--- src/rtl/acc_cycle_ctrl.sv ---
module acc_cycle_ctrl #(
  parameter int AW = 11,
  parameter int unsigned SAVE_ADDR = 2**AW - 1,
  parameter int unsigned HANDLER_ADDR = 2**(AW-1),
  localparam int DW = AW + 5
) (
  input  logic          clk,
  input  logic          rst_n,
  input  logic          irq,
  output logic [AW-1:0] mem_addr,
  output logic          mem_rd,
  output logic          mem_wr,
  output logic [DW-1:0] mem_wdata,
  input  logic [DW-1:0] mem_rdata,
  input  logic          mem_ready,
  output logic [DW-1:0] acc_o,
  output logic [4:0]    status_o
);
  localparam logic [AW-1:0] SAVE_A = AW'(SAVE_ADDR);
  localparam logic [AW-1:0] HAND_A = AW'(HANDLER_ADDR);
  localparam logic [3:0] OP_LOAD = 4'd0, OP_STOR = 4'd1, OP_ADD = 4'd2, OP_SUB = 4'd3,
                         OP_AND = 4'd4, OP_BRZ = 4'd5, OP_BRP = 4'd6, OP_BRN = 4'd7,
                         OP_ISZ = 4'd8, OP_RTI = 4'd9;

  typedef enum logic [3:0] {
    S_F_ADDR, S_F_RD, S_F_DEC, S_I_RD, S_EXEC, S_X_RD, S_X_OP, S_X_WR, S_CHK, S_INT_WR
  } state_t;

  state_t        state;
  logic [AW-1:0] pc, mar;
  logic [DW-1:0] ir, mbr, acc;
  logic          fn, fz, fc, fv, ie;

  logic [3:0]  op;
  logic [DW:0] sum, dif;
  logic        add_v, sub_v;

  assign op    = ir[DW-1:DW-4];
  assign sum   = {1'b0, acc} + {1'b0, mbr};
  assign dif   = {1'b0, acc} - {1'b0, mbr};
  assign add_v = (acc[DW-1] == mbr[DW-1]) && (sum[DW-1] != acc[DW-1]);
  assign sub_v = (acc[DW-1] != mbr[DW-1]) && (dif[DW-1] != acc[DW-1]);

  assign mem_addr  = mar;
  assign mem_wdata = mbr;
  assign mem_rd    = (state == S_F_RD) || (state == S_I_RD) || (state == S_X_RD);
  assign mem_wr    = (state == S_X_WR) || (state == S_INT_WR);
  assign acc_o     = acc;
  assign status_o  = {ie, fv, fc, fz, fn};

  always_ff @(posedge clk) begin
    if (!rst_n) begin
      state <= S_F_ADDR;
      pc <= '0; mar <= '0; ir <= '0; mbr <= '0; acc <= '0;
      fn <= 1'b0; fz <= 1'b0; fc <= 1'b0; fv <= 1'b0; ie <= 1'b1;
    end else begin
      case (state)
        S_F_ADDR: begin
          mar   <= pc;
          state <= S_F_RD;
        end
        S_F_RD: if (mem_ready) begin
          mbr   <= mem_rdata;
          pc    <= pc + 1'b1;
          state <= S_F_DEC;
        end
        S_F_DEC: begin
          ir    <= mbr;
          mar   <= mbr[AW-1:0];
          state <= mbr[AW] ? S_I_RD : S_EXEC;
        end
        S_I_RD: if (mem_ready) begin
          mbr   <= mem_rdata;
          mar   <= mem_rdata[AW-1:0];
          state <= S_EXEC;
        end
        S_EXEC: begin
          state <= S_CHK;
          case (op)
            OP_LOAD, OP_ADD, OP_SUB, OP_AND, OP_ISZ: state <= S_X_RD;
            OP_STOR: begin mbr <= acc; state <= S_X_WR; end
            OP_BRZ: if (fz) pc <= mar;
            OP_BRP: if (!fz && !fn) pc <= mar;
            OP_BRN: if (fn) pc <= mar;
            OP_RTI: begin mar <= SAVE_A; state <= S_X_RD; end
            default: ;
          endcase
        end
        S_X_RD: if (mem_ready) begin
          mbr   <= mem_rdata;
          state <= S_X_OP;
        end
        S_X_OP: begin
          state <= S_CHK;
          case (op)
            OP_LOAD: acc <= mbr;
            OP_AND:  acc <= acc & mbr;
            OP_ADD: begin
              acc <= sum[DW-1:0];
              fn <= sum[DW-1]; fz <= (sum[DW-1:0] == '0); fc <= sum[DW]; fv <= add_v;
            end
            OP_SUB: begin
              acc <= dif[DW-1:0];
              fn <= dif[DW-1]; fz <= (dif[DW-1:0] == '0); fc <= dif[DW]; fv <= sub_v;
            end
            OP_ISZ: begin mbr <= mbr + 1'b1; state <= S_X_WR; end
            OP_RTI: begin pc <= mbr[AW-1:0]; ie <= 1'b1; end
            default: ;
          endcase
        end
        S_X_WR: if (mem_ready) begin
          if (op == OP_ISZ && mbr == '0) pc <= pc + 1'b1;
          state <= S_CHK;
        end
        S_CHK: begin
          if (irq && ie) begin
            mbr   <= {{(DW-AW){1'b0}}, pc};
            mar   <= SAVE_A;
            ie    <= 1'b0;
            state <= S_INT_WR;
          end else begin
            state <= S_F_ADDR;
          end
        end
        S_INT_WR: if (mem_ready) begin
          pc    <= HAND_A;
          state <= S_F_ADDR;
        end
        default: state <= S_F_ADDR;
      endcase
    end
  end

  AST_ONE_STROBE: assert property (@(posedge clk) disable iff (!rst_n)
    !(mem_rd && mem_wr));
  AST_REQ_HELD: assert property (@(posedge clk) disable iff (!rst_n)
    (mem_rd || mem_wr) && !mem_ready |=> (mem_rd || mem_wr) && $stable(mem_addr) && $stable(mem_wr));
  AST_PC_STEP: assert property (@(posedge clk) disable iff (!rst_n)
    (state == S_F_RD) && mem_ready |=> pc == $past(pc) + 1'b1);
  AST_SAVE_MASKED: assert property (@(posedge clk) disable iff (!rst_n)
    (state == S_INT_WR) |-> !ie && (mar == SAVE_A));
  AST_NO_INT_WHEN_MASKED: assert property (@(posedge clk) disable iff (!rst_n)
    (state == S_CHK) && !ie |=> state == S_F_ADDR);
  AST_FLAGS_KEEP: assert property (@(posedge clk) disable iff (!rst_n)
    (state == S_X_OP) && (op != OP_ADD) && (op != OP_SUB) |=> $stable({fn, fz, fc, fv}));
endmodule

--- config.mk ---
export PLATFORM = sky130hd
export DESIGN_NAME = acc_cycle_ctrl
export DESIGN_NICKNAME = d
export VERILOG_FILES = /design/src/rtl/acc_cycle_ctrl.sv
export SDC_FILE = /design/constraint.sdc
export NUM_CORES = 1
export LEC_CHECK = 0
export BUFFER_PORTS_ARGS = -buffer_cell sky130_fd_sc_hd__buf_2
export CORE_MARGIN = 2
export CORE_UTILIZATION = 40
export CTS_CLUSTER_DIAMETER = 40
export DETAILED_ROUTE_END_ITERATION = 7
export GPL_TIMING_DRIVEN = 1
export PLACE_DENSITY = 0.71
export SLEW_MARGIN = 5
export SYNTH_ARGS = -nofsm -noshare
export SYNTH_HDL_FRONTEND = slang
export SYNTH_SLANG_ARGS = --single-unit
export TNS_END_PERCENT = 10
--- constraint.sdc ---
create_clock -name clk -period 3.04 [get_ports clk]
set_input_delay 0.152 -clock clk [delete_from_list [all_inputs] [get_ports clk]]
set_output_delay 0.152 -clock clk [all_outputs]
set_load 0.02 [all_outputs]
Word level (Yosys, flattened, before mapping)
Index checks and enable logic that the tools add are counted.
{"block": "totals", "regBits": 79, "inputBits": 20, "output_inout_bits": 50}
{"block": "classes", "add_sub_neg": 4, "n_eq_ne": 38, "n_mux": 37, "bitwise_logic": 1, "reduce_logical": 30}
{"op": "$pmux 16 s4", "count": 2}
{"op": "$mux 11", "count": 11}
{"op": "$pmux 11 s5", "count": 2}
{"op": "$mux 16", "count": 4}
{"op": "$logic_not 16->1", "count": 3}
{"op": "$pmux 4 s10", "count": 1}
{"op": "$pmux 11 s3", "count": 1}
{"op": "$eq 4x3->1 const B", "count": 8}
{"op": "$mux 4", "count": 7}
{"op": "$ne 2x2->1 const B", "count": 9}
{"op": "$add 16x16->17", "count": 1}
{"op": "$sub 16x16->17", "count": 1}
{"op": "$add 16x1->16 const B", "count": 1}
{"op": "$and 16x16->16", "count": 1}
{"op": "$eq 4x2->1 const B", "count": 4}
{"op": "$eq 4x4->1 const B", "count": 4}
{"op": "$add 11x1->11 const B", "count": 1}
{"op": "$pmux 1 s2", "count": 5}
{"op": "$reduce_and 10->1", "count": 1}
{"op": "$reduce_and 5->1", "count": 2}
{"op": "$reduce_bool 5->1", "count": 2}
{"op": "$ne 3x3->1 const B", "count": 3}
{"op": "$eq 4x1->1 const B", "count": 2}
{"op": "$logic_not 4->1", "count": 2}
{"op": "17 further kinds", "count": 32}

Logic depth before layout (Yosys ltp)
Gate-level depths: netlist of run 1.
{"block": "logic_depth", "word_depth": 5, "mapped_depth": 12}

Worst setup path after synthesis of run 1
OpenSTA, ideal clock, no wires.
{"block": "synth_timing", "path_type": "flip-flop to flip-flop", "startpoint": "register mbr[7] (netlist: mem_wdata[7])", "endpoint": "register fz", "setup_ns": 0.062, "arrival_time_ns": 2.943, "required_ns": 2.978, "slack_ns": 0.035, "path_stages_with_launch": 13, "synth_period_minus_slack_ns": 3.005, "path_cell_list": "dfxtp_1 > clkbuf_1 > inv_1 > ha_1 > buf_2 > inv_1 > a31oi_1 > a2111oi_1 > nand3b_1 > o311ai_1 > nand3b_1 > or4_1 > nand3_1"}
{"block": "synth_between", "elab_chain_cells": 3, "word_cells_on_any_way": 5, "classes_between": "add/sub: 2; mux: 1; reduce/logical: 2"}
{"item": "start, declared", "line": "31", "text": "logic [DW-1:0] ir, mbr, acc;"}
{"item": "start signal, assigned", "line": "63", "text": "mbr <= mem_rdata;"}
{"item": "start signal, assigned", "line": "73", "text": "mbr <= mem_rdata;"}
{"item": "start signal, assigned", "line": "90", "text": "mbr <= mem_rdata;"}
{"item": "$sub 16x16->17 or $add 16x16->17 (tied branches)", "line": "40, 39"}
{"item": "$logic_not 16->1 (on tied branches)", "line": "104, 100"}
{"item": "$pmux 1 s2 *", "line": "95", "text": "case (op)"}
{"item": "end signal, assigned", "line": "100", "text": "fn <= sum[DW-1]; fz <= (sum[DW-1:0] == '0); fc <= sum[DW]; fv <= add_v;"}
{"item": "end signal, assigned", "line": "104", "text": "fn <= dif[DW-1]; fz <= (dif[DW-1:0] == '0); fc <= dif[DW]; fv <= sub_v;"}
{"item": "end, declared", "line": "32", "text": "logic fn, fz, fc, fv, ie;"}
Mark *: on every way between the ends. The rest lies on a longest branch, timed or not.
A chain may end at the register's enable or synchronous reset.

Worst setup path after layout of run 1
{"block": "layout_timing", "startpoint": "register acc[0] (netlist: acc_o[0])", "endpoint": "register fz"}
{"block": "layout_between", "elab_chain_cells": 3, "word_cells_on_any_way": 5, "classes_between": "add/sub: 2; mux: 1; reduce/logical: 2"}
{"item": "start, declared", "line": "31"}
{"item": "start signal, assigned", "line": "96", "text": "OP_LOAD: acc <= mbr;"}
{"item": "start signal, assigned", "line": "97", "text": "OP_AND: acc <= acc & mbr;"}
{"item": "start signal, assigned", "line": "99", "text": "acc <= sum[DW-1:0];"}
{"item": "$sub 16x16->17 or $add 16x16->17 (tied branches)", "line": "40, 39"}
{"item": "$logic_not 16->1 (on tied branches)", "line": "104, 100"}
{"item": "$pmux 1 s2 *", "line": "95"}
Marked as above.

==> results.sh, run 1 <==
export IMPL_status="complete, no violations"
export IMPL_critPathLaunchType="register"
export IMPL_yosysUniqueCellTypes=88
export IMPL_fillers=1628
export IMPL_dr_pass1_iters=8
export IMPL_synth_seq_cells=67
export IMPL_power_frac_seq_pct=23.5
export IMPL_ys_flop_type="dfxtp_1"
export IMPL_viasPerCell=6.045
export IMPL_clock_fmax_mhz=333.6
export IMPL_grt_pass1_vias=6473
export IMPL_path_clk_slew_ns=0.06
export IMPL_drive_gt1_share_pct=18.72
export IMPL_setup_ws_ns=0.04252
export IMPL_grt_overflow=0
export IMPL_p_switching_w=0.002022
export IMPL_worst_pin_slew_ns=1.167
export IMPL_dpl_hpwl_um=15900
export IMPL_hold_path_class="primary input to register"
export IMPL_cp_data_arrival_time_ns=3.27
export IMPL_die_y_um=130.5
export IMPL_routed_wl_um=21160
export IMPL_synthCells=876
export IMPL_async_reset_ff_share_pct=0
export IMPL_boundaryPins=70
export IMPL_fin_worst_skew_ns=0.007262
export IMPL_cts_buffers=9
export IMPL_num_vias=7055
export IMPL_cts_tree="done"
export IMPL_syn_area_per_cell_um2=7.309
export IMPL_gp_congestion=0.9671
export IMPL_antenna_found_initial=0
export IMPL_initial_core_util_pct=40.60
export IMPL_clkSinkCount=67
export IMPL_cp_end_kind="register"
export IMPL_syn_to_final_growth_pct=16.57
export IMPL_synth_enable_flop_cells=0
export IMPL_netlist_area_um2=6402
export IMPL_fin_crit_ns=2.997
export IMPL_row_count=46
export IMPL_leakagePower_nw=3.144
export IMPL_power_frac_clock_pct=22.3
export IMPL_track_usage_pct=24.60
export IMPL_hold_buffers=0
export IMPL_slew_headroom_pct=22.11
export IMPL_rsz0062_at_grt="yes"
export IMPL_critPathRequiredTime_ns=3.32
export IMPL_ant_nets=0
export IMPL_synth_fp_nets=934
export IMPL_critPathKind="register to register"
export IMPL_cts_max_level=3
export IMPL_clk_insertion_delay_late_ns=0.34
export IMPL_fp_dieArea_um2=17030
export IMPL_core_um2=15770
export IMPL_setup_viol=0
export IMPL_drc_errors=0
export IMPL_grt_pass1_wl_um=33640
export IMPL_routedWlPerCell_um=18.13
export IMPL_post_route_period_util_pct=98.60
export IMPL_place_ws_ns=0.05899
export IMPL_ir_drop_mv=0.3884
export IMPL_internal_power_w=0.002554
export IMPL_clockBufferDepth=2
export IMPL_cap_violations=0
export IMPL_power_frac_comb_pct=54.3
export IMPL_grt_max_degree=71
export IMPL_finalHoldViolCount=0
export IMPL_yosys_warnings=0
export IMPL_p_per_area_nw_per_um2=613.0
export IMPL_ys_seq_area_share_pct=20.95
export IMPL_nets=1005
export IMPL_die_x_um=130.5
export IMPL_hold_ws_ns=0.2082
export IMPL_root_buffer="clkbuf_16"
export IMPL_finalMaxSlewViolations=0
export IMPL_n_antenna_cell=0
export IMPL_netSwitchingFraction_pct=44.19
export IMPL_path_max_fanout=3
export IMPL_cts_setup_buffers=0
export IMPL_drt_initial_drc_count=794
export IMPL_port_buffer_count=69
[critical path, cell delays in order (launching register included)]
cell	delay [ns]
dfxtp_1	0.34
inv_1	0.06
ha_1	0.19
fa_2	0.37
xnor2_1	0.17
a2111oi_4	0.38
o211ai_2	0.15
a2111oi_2	0.24
o211ai_1	0.18
nor4b_2	0.30
or4b_1	0.46
nand3_1	0.09
[cells in the mapped netlist (7+ instances only)]
cell type,number,area [um^2]
a31oi_1,16,100.1
a22oi_1,7,52.55
nor3b_1,9,67.56
nand3_1,26,130.1
o21ai_0,86,430.4
dfxtp_1,67,1341
a221o_1,8,80.08
ha_1,36,450.4
xnor2_1,23,201.4
nor2_1,64,240.2
clkbuf_1,45,168.9
and3_1,13,81.33
o221ai_1,15,131.4
nor2b_1,16,100.1
a21boi_0,29,217.7
nor3_1,18,90.09
a21o_1,9,67.56
buf_4,9,67.56
inv_1,42,157.7
nor4_1,8,50.05
a221oi_1,12,105.1
buf_2,10,50.05
a21oi_1,61,305.3
nand2b_1,13,81.33
nand2_1,93,349.1
[state kept, by name, summed over array words and instances (netlist names)]
register / cells
acc_o: 16
fc: 1
fn: 1
fv: 1
fz: 1
ie: 1
ir: 4
mem_addr: 11
mem_wdata: 16
pc: 11
state: 4
[repair_timing]
item	in CTS	in global routing
resized for setup	0	6
endpoints found under the setup margin	0	3
hold endpoints to repair	0	0
[cell usage in the layout, fill, tap and decap left out, types with 9 or more instances in the layout]
cell type  instances
buf_4             63
xnor2_1           23
a21o_1             9
o21ai_0           85
nor3b_1            9
a21oi_1           60
buf_2             69
ha_1              36
nor3_1            18
nand2_1           93
a31oi_1           16
o221ai_1          14
a221oi_1          12
nor2_1            64
nor2b_1           16
a21boi_0          29
and3_1            13
nand3_1           26
dfxtp_1           67
nand2b_1          13
clkbuf_16          9
inv_1             42
[power groups by stage]
| stage | Sequential (W) | Clock, W | Combinational [W] |
|---|---|---|---|
| after floorplan | 0.00120 | 0 | 0.00163 |
| after global placement | 0.00109 | 0 | 0.00240 |
| after detailed placement | 0.00109 | 0 | 0.00241 |
| after CTS | 0.00107 | 0.00103 | 0.00243 |
| after global routing | 0.00109 | 0.00105 | 0.00272 |
| final | 0.00107 | 0.00102 | 0.00248 |
[through the flow]
step	power (W)	util (%)	std cells	instance area, um^2	TNS (ns)
after floorplan	0.002821	-	876	6402	0
after global placement	0.003491	45.35	1152	7152	0
after detailed placement	0.003503	45.35	1152	7152	0
after CTS	0.004529	47.18	1167	7441	0
after global routing	0.004863	47.33	1167	7463	-0.1244
final	0.004575	47.33	1167	7463	0
[layout make-up]
| class | instances | area [um^2] | share of cell area [%] |
|---|---|---|---|
| Multi-Input combinational cell | 694 | 4583 | 61.41 |
| Sequential cell | 67 | 1341 | 17.97 |
| Timing Repair Buffer | 132 | 818.3 | 10.96 |
| Tap cell | 216 | 270.3 | 3.621 |
| Clock buffer | 12 | 266.5 | 3.571 |
| Inverter | 43 | 161.4 | 2.163 |
| Clock inverter | 3 | 22.52 | 0.3018 |
[layer usage]
metal / GRT usage (%) / part of all wire (%) / vias up
met5: 0 / 0 / -
met4: 9.199 / 3.1 / 0
met3: 4.112 / 8.5 / 56
met2: 38.14 / 45 / 356
met1: 34.32 / 44 / 3276
li1: - / - / 3367
[kinds of logic (layout without fill, tap and decap cells)]
family	after synthesis	count (layout)	synth area share, %
mux	5	5	0.8013
fa+ha+maj	38	38	7.661
simple gates	300	300	23.72
xor+xnor	27	27	3.693
buf+inv	115	190	7.817
compound gates	324	324	35.35
flops	67	67	20.95
[final timing paths]
kind | slack, ns | to | from | cells after the start
setup / recovery | 0.04 | fz | acc_o[0] | 11
hold reg to reg | 0.47 | fv | fv | 2
setup reg to reg | 0.04 | fz | acc_o[0] | 11
hold / removal | 0.21 | state[3] | mem_ready | 4
Note: power is estimated with default switching activity, not from simulation.
==> run 2: changes to the inputs <==
--- a/config.mk
+++ b/config.mk
@@ -12,6 +12,7 @@
 export DETAILED_ROUTE_END_ITERATION = 7
 export GPL_TIMING_DRIVEN = 1
 export PLACE_DENSITY = 0.71
+export REMOVE_ABC_BUFFERS = 1
 export SLEW_MARGIN = 5
 export SYNTH_ARGS = -nofsm -noshare
 export SYNTH_HDL_FRONTEND = slang
==> results.sh, run 2 (synthesis results as in run 1) <==
export IMPL_finalMaxSlewViolations=0
export IMPL_viasPerCell=6.103
export IMPL_drc_errors=0
export IMPL_internal_power_w=0.002709
export IMPL_nets=1005
export IMPL_routedWlPerCell_um=18.57
export IMPL_crit_chain="inv_1 > ha_1 > a2111o_1 > a311oi_4 > a2111o_2 > a21o_4 > nand3b_1 > or4_1 > nand3_1"
export IMPL_worst_pin_slew_ns=1.030
export IMPL_power_frac_comb_pct=53.7
export IMPL_drive_gt1_share_pct=19.54
export IMPL_r2r_slack_ns=0.12
export IMPL_cp_data_arrival_time_ns=3.19
export IMPL_syn_to_final_growth_pct=17.74
export IMPL_fin_worst_skew_ns=0.009398
export IMPL_dr_pass1_iters=7
export IMPL_post_route_period_util_pct=95.96
export IMPL_final_cell_mix="nand2_1, o21ai_0, buf_2"
export IMPL_leakagePower_nw=3.170
export IMPL_num_vias=7128
export IMPL_clk_insertion_delay_late_ns=0.33
export IMPL_port_buffer_count=69
export IMPL_hold_buffers=0
export IMPL_power_frac_clock_pct=23.8
export IMPL_fillers=1553
export IMPL_rr_worst_depth=9
export IMPL_min_from="mem_rdata[9]"
export IMPL_routed_wl_um=21690
export IMPL_finalHoldViolCount=0
export IMPL_netSwitchingFraction_pct=43.47
export IMPL_critPathKind="register to register"
export IMPL_fp_dieArea_um2=17030
export IMPL_rsz0062_at_grt="yes"
export IMPL_gp_congestion=0.9808
export IMPL_boundaryPins=70
export IMPL_p_switching_w=0.002083
export IMPL_clkSinkCount=67
export IMPL_hold_path_cell_count=3
export IMPL_cp_startpoint="mem_wdata[4]"
export IMPL_finalSetupTns_ns=0
export IMPL_status="complete, no violations"
export IMPL_hold_path_class="primary input to register"
export IMPL_die_y_um=130.5
export IMPL_grt_pass1_wl_um=33880
export IMPL_core_um2=15770
export IMPL_cap_violations=0
export IMPL_critPathRequiredTime_ns=3.32
export IMPL_p_per_area_nw_per_um2=635.7
export IMPL_grt_pass1_vias=6426
export IMPL_dpl_hpwl_um=16160
export IMPL_grt_max_degree=71
export IMPL_clockBufferDepth=2
export IMPL_power_frac_seq_pct=22.5
export IMPL_antenna_found_initial=1
export IMPL_final_common_cell="nand2_1"
export IMPL_fin_crit_ns=2.917
export IMPL_ir_drop_mv=0.3528
export IMPL_cts_tree="done"
export IMPL_row_count=46
export IMPL_n_antenna_cell=0
export IMPL_cp_end_kind="register"
export IMPL_slowest_delay_ns=0.52
export IMPL_root_buffer="clkbuf_16"
export IMPL_initial_core_util_pct=40.60
export IMPL_ant_nets=0
export IMPL_setup_viol=0
export IMPL_critPathLaunchType="register"
export IMPL_clock_fmax_mhz=342.8
export IMPL_design_area_um2=7538
export IMPL_grt_overflow=0
export IMPL_r2r_start="mem_wdata[4]"
export IMPL_die_x_um=130.5
export IMPL_drt_initial_drc_count=939
export IMPL_r2r_end="fz"
export IMPL_track_usage_pct=25.04
export IMPL_cts_max_level=3
export IMPL_cts_buffers=9
export IMPL_holdPathEnd="mem_wdata[9]"
export IMPL_critPathBufInv=1
export IMPL_slew_headroom_pct=30.88
export IMPL_critPathSlowestCell="a2111o_1"
export IMPL_path_delay_family="compound AO/OA/AOI/OAI gates"
export IMPL_dpl_cell_area_um2=7144
export IMPL_path_max_fanout=9
export IMPL_path_clk_slew_ns=0.06
-- run 2: cell count changes in the layout (fill, tap and decap cells not counted), sizes merged --
cell and change:
clkinv +3, clkbuf -2, bufinv +2, clkinvlp -2
-- run 2: per-stage QoR --
step / std cells / hold slack (ns) / utilization, % / power (W) / setup WS (ns)
floorplan: 804 / 0.2139 / - / 0.002722 / 0.01666
global placement: 1151 / 0.4726 / 45.30 / 0.003505 / 0.08383
detailed placement: 1151 / 0.4649 / 45.30 / 0.003521 / 0.03383
CTS: 1167 / 0.1564 / 47.33 / 0.004672 / 0.005021
global route: 1168 / 0.1682 / 47.80 / 0.005069 / -0.02964
finish: 1168 / 0.1658 / 47.80 / 0.004792 / 0.1229
-- run 2: how the worst max path moves through the flow --
| stage | endpoint | slack [ns] | depth (start not counted) |
|---|---|---|---|
| after floorplan | fz | 0.02 | 8 |
| after global placement | fz | 0.08 | 11 |
| after detailed placement | fz | 0.03 | 11 |
| after CTS | fz | 0.005 | 11 |
| after global routing | fz | -0.03 | 11 |
| final | fz | 0.12 | 9 |
-- run 2: cell type report --
| type | instances | area, um^2 | share of cell area, % |
|---|---|---|---|
| Timing Repair Buffer | 132 | 818.3 | 10.85 |
| Sequential cell | 67 | 1344 | 17.83 |
| Tap cell | 216 | 270.3 | 3.585 |
| Clock inverter | 6 | 90.09 | 1.195 |
| Inverter | 43 | 161.4 | 2.141 |
| Clock buffer | 10 | 229.0 | 3.037 |
| Multi-Input combinational cell | 694 | 4626 | 61.36 |
-- run 2: metal layers --
layer,GRT usage [%],routed length (um)
met1,35.46,9698
met2,39.03,9730
met5,0,13
met4,7.009,434
met3,4.601,1808
-- run 2: timing repair --
item	4_1_cts	5_1_grt
setup buffers	0	1
setup endpoints to repair	0	4
resized for setup	0	16
-- run 2: power groups by stage --
stage | sequential (W) | clock, W | combinational, W
final | 0.00108 | 0.00114 | 0.00257
after global routing | 0.00109 | 0.00119 | 0.00279
after CTS | 0.00108 | 0.00115 | 0.00244
after detailed placement | 0.00109 | 0 | 0.00243
after global placement | 0.00109 | 0 | 0.00241
after floorplan | 0.00127 | 0 | 0.00145
-- run 2: worst register-to-register path, stage by stage (launching register included) --
cell	delay [ns]
dfxtp_1	0.33
inv_1	0.09
ha_1	0.44
a2111o_1	0.52
a311oi_4	0.45
a2111o_2	0.26
a21o_4	0.14
nand3b_1	0.06
or4_1	0.49
nand3_1	0.09
==> run 3: changes to the inputs <==
--- a/config.mk
+++ b/config.mk
@@ -5,13 +5,14 @@
 export SDC_FILE = /design/constraint.sdc
 export NUM_CORES = 1
 export LEC_CHECK = 0
+export ABC_CLOCK_PERIOD_IN_PS = 3600
 export BUFFER_PORTS_ARGS = -buffer_cell sky130_fd_sc_hd__buf_2
 export CORE_MARGIN = 2
 export CORE_UTILIZATION = 40
 export CTS_CLUSTER_DIAMETER = 40
 export DETAILED_ROUTE_END_ITERATION = 7
 export GPL_TIMING_DRIVEN = 1
-export PLACE_DENSITY = 0.71
+export PLACE_DENSITY = 0.69
 export REMOVE_ABC_BUFFERS = 1
 export SLEW_MARGIN = 5
 export SYNTH_ARGS = -nofsm -noshare
==> constraint.sdc (replaced) <==
create_clock -name clk -period 3.6 [get_ports clk]
set_input_delay 0.18 -clock clk [delete_from_list [all_inputs] [get_ports clk]]
set_output_delay 0.18 -clock clk [all_outputs]
set_load 0.02 [all_outputs]
==> results.sh, run 3 (synthesis results as in run 1) <==
export IMPL_clock_fmax_mhz=298.7
export IMPL_holdPathEnd="mem_wdata[9]"
export IMPL_setup_viol=0
export IMPL_finalHoldViolCount=0
export IMPL_ant_nets=0
export IMPL_die_y_um=130.5
export IMPL_cp_end_kind="register"
export IMPL_place_ws_ns=0.3307
export IMPL_grt_overflow=0
export IMPL_critPathKind="register to register"
export IMPL_row_count=46
export IMPL_die_x_um=130.5
export IMPL_cts_max_level=3
export IMPL_viasPerCell=6.209
export IMPL_n_antenna_cell=0
export IMPL_status="complete, no violations"
export IMPL_boundaryPins=70
export IMPL_fp_dieArea_um2=17030
export IMPL_cts_tree="done"
export IMPL_antenna_found_initial=0
export IMPL_dr_pass1_iters=6
export IMPL_final_cell_mix="nand2_1, o21ai_0, buf_2"
export IMPL_hold_buffers=0
export IMPL_cts_buffers=9
export IMPL_clk_insertion_delay_late_ns=0.35
export IMPL_rsz0062_at_grt="no"
export IMPL_drt_initial_drc_count=850
export IMPL_path_clk_slew_ns=0.06
export IMPL_leakagePower_nw=3.003
export IMPL_finalNonFillerCells=1135
export IMPL_fin_worst_skew_ns=0.009894
export IMPL_root_buffer="clkbuf_16"
export IMPL_ir_drop_mv=0.3257
export IMPL_critPathLaunchType="register"
export IMPL_cts_setup_buffers=0
export IMPL_r2r_slack_ns=0.25
export IMPL_grt_pass1_vias=6230
export IMPL_r2r_start="mem_wdata[0]"
export IMPL_nets=973
export IMPL_setup_ws_ns=0.2519
export IMPL_clkSinkCount=67
export IMPL_ctsResizeCount=0
export IMPL_clockBufferDepth=2
export IMPL_dpl_hpwl_um=15800
export IMPL_num_vias=7047
export IMPL_drc_errors=0
export IMPL_finalMaxSlewViolations=0
export IMPL_gp_congestion=0.9547
export IMPL_hold_path_class="primary input to register"
export IMPL_cap_violations=0
export IMPL_post_route_period_util_pct=93.00
export IMPL_finalSetupTns_ns=0
export IMPL_place_inst=1120
export IMPL_initial_core_util_pct=40.60
export IMPL_grt_pass1_wl_um=33740
export IMPL_hold_ws_ns=0.2200
export IMPL_power_w=0.003897
export IMPL_path_max_fanout=11
export IMPL_min_from="mem_rdata[9]"
export IMPL_fin_crit_ns=3.348
export IMPL_slew_headroom_pct=21.96
export IMPL_routed_wl_um=21450
export IMPL_worst_pin_slew_ns=1.169
export IMPL_track_usage_pct=25.01
export IMPL_rr_worst_depth=11
export IMPL_syn_to_final_growth_pct=12.90
export IMPL_routedWlPerCell_um=18.90
export IMPL_final_common_cell="nand2_1"
export IMPL_hold_path_cell_count=3
export IMPL_r2r_end="fz"
export IMPL_core_um2=15770
export IMPL_grt_max_degree=71
export IMPL_cp_data_arrival_time_ns=3.64
export IMPL_p_per_area_nw_per_um2=539.2
export IMPL_port_buffer_count=69
export IMPL_drive_gt1_share_pct=15.34
export IMPL_critPathRequiredTime_ns=3.89
-- run 3: cell types whose count changed in the layout (fill, tap and decap cells not counted), sizes merged --
cell	before	now
buf	132	100
clkinv	4	3
-- run 3: power by group --
group / switching [W] / internal [W] / total (W) / leakage [nW]
Combinational: 0.00122 / 0.000732 / 0.00196 / 2.31
Sequential: 0.000131 / 0.000832 / 0.000963 / 0.543
Clock: 0.000359 / 0.000619 / 0.000978 / 0.154
Total: 0.00171 / 0.00218 / 0.00390 / 3.00
-- run 3: routing by layer --
layer / GRT usage [%] / up-vias / wire length [um]
met5: 0 / - / 0
met4: 7.009 / 0 / 399
met3: 4.153 / 33 / 1549
met2: 39.37 / 312 / 9785
met1: 35.37 / 3381 / 9720
li1: - / 3321 / -
-- run 3: cell type report --
cell class	count	area (um^2)
clock buffer	10	239.0
clock inverter	5	77.57
fill	1646	8542
inverter	43	161.4
multi-input combinational	694	4561
sequential	67	1341
tap	216	270.3
timing repair buffer	100	578.1
-- run 3: how the worst max path moves through the flow --
stage / start / to
2_1_floorplan: state[0] / fz
3_3_place_gp: mem_wdata[2] / fz
3_5_place_dp: mem_wdata[2] / fz
4_1_cts: mem_wdata[2] / fz
5_1_grt: mem_wdata[2] / fz
6_report: mem_wdata[0] / fz
-- run 3: worst max-delay path: stages, from the launching register on --
cell and delay (ns):
dfxtp_1 0.54, ha_1 0.25, inv_1 0.06, fa_1 0.44
nor2_1 0.13, o221ai_1 0.23, a21oi_1 0.29, o21bai_1 0.10
a2111oi_1 0.59, nand4_1 0.16, or4_1 0.42, nand3_1 0.09
-- run 3: metrics by stage --
stage	area (um^2)	utilization (%)
global route	7228	45.83
CTS	7228	45.83
floorplan	6063	-
detailed placement	6912	43.83
global placement	6912	43.83
finish	7228	45.83
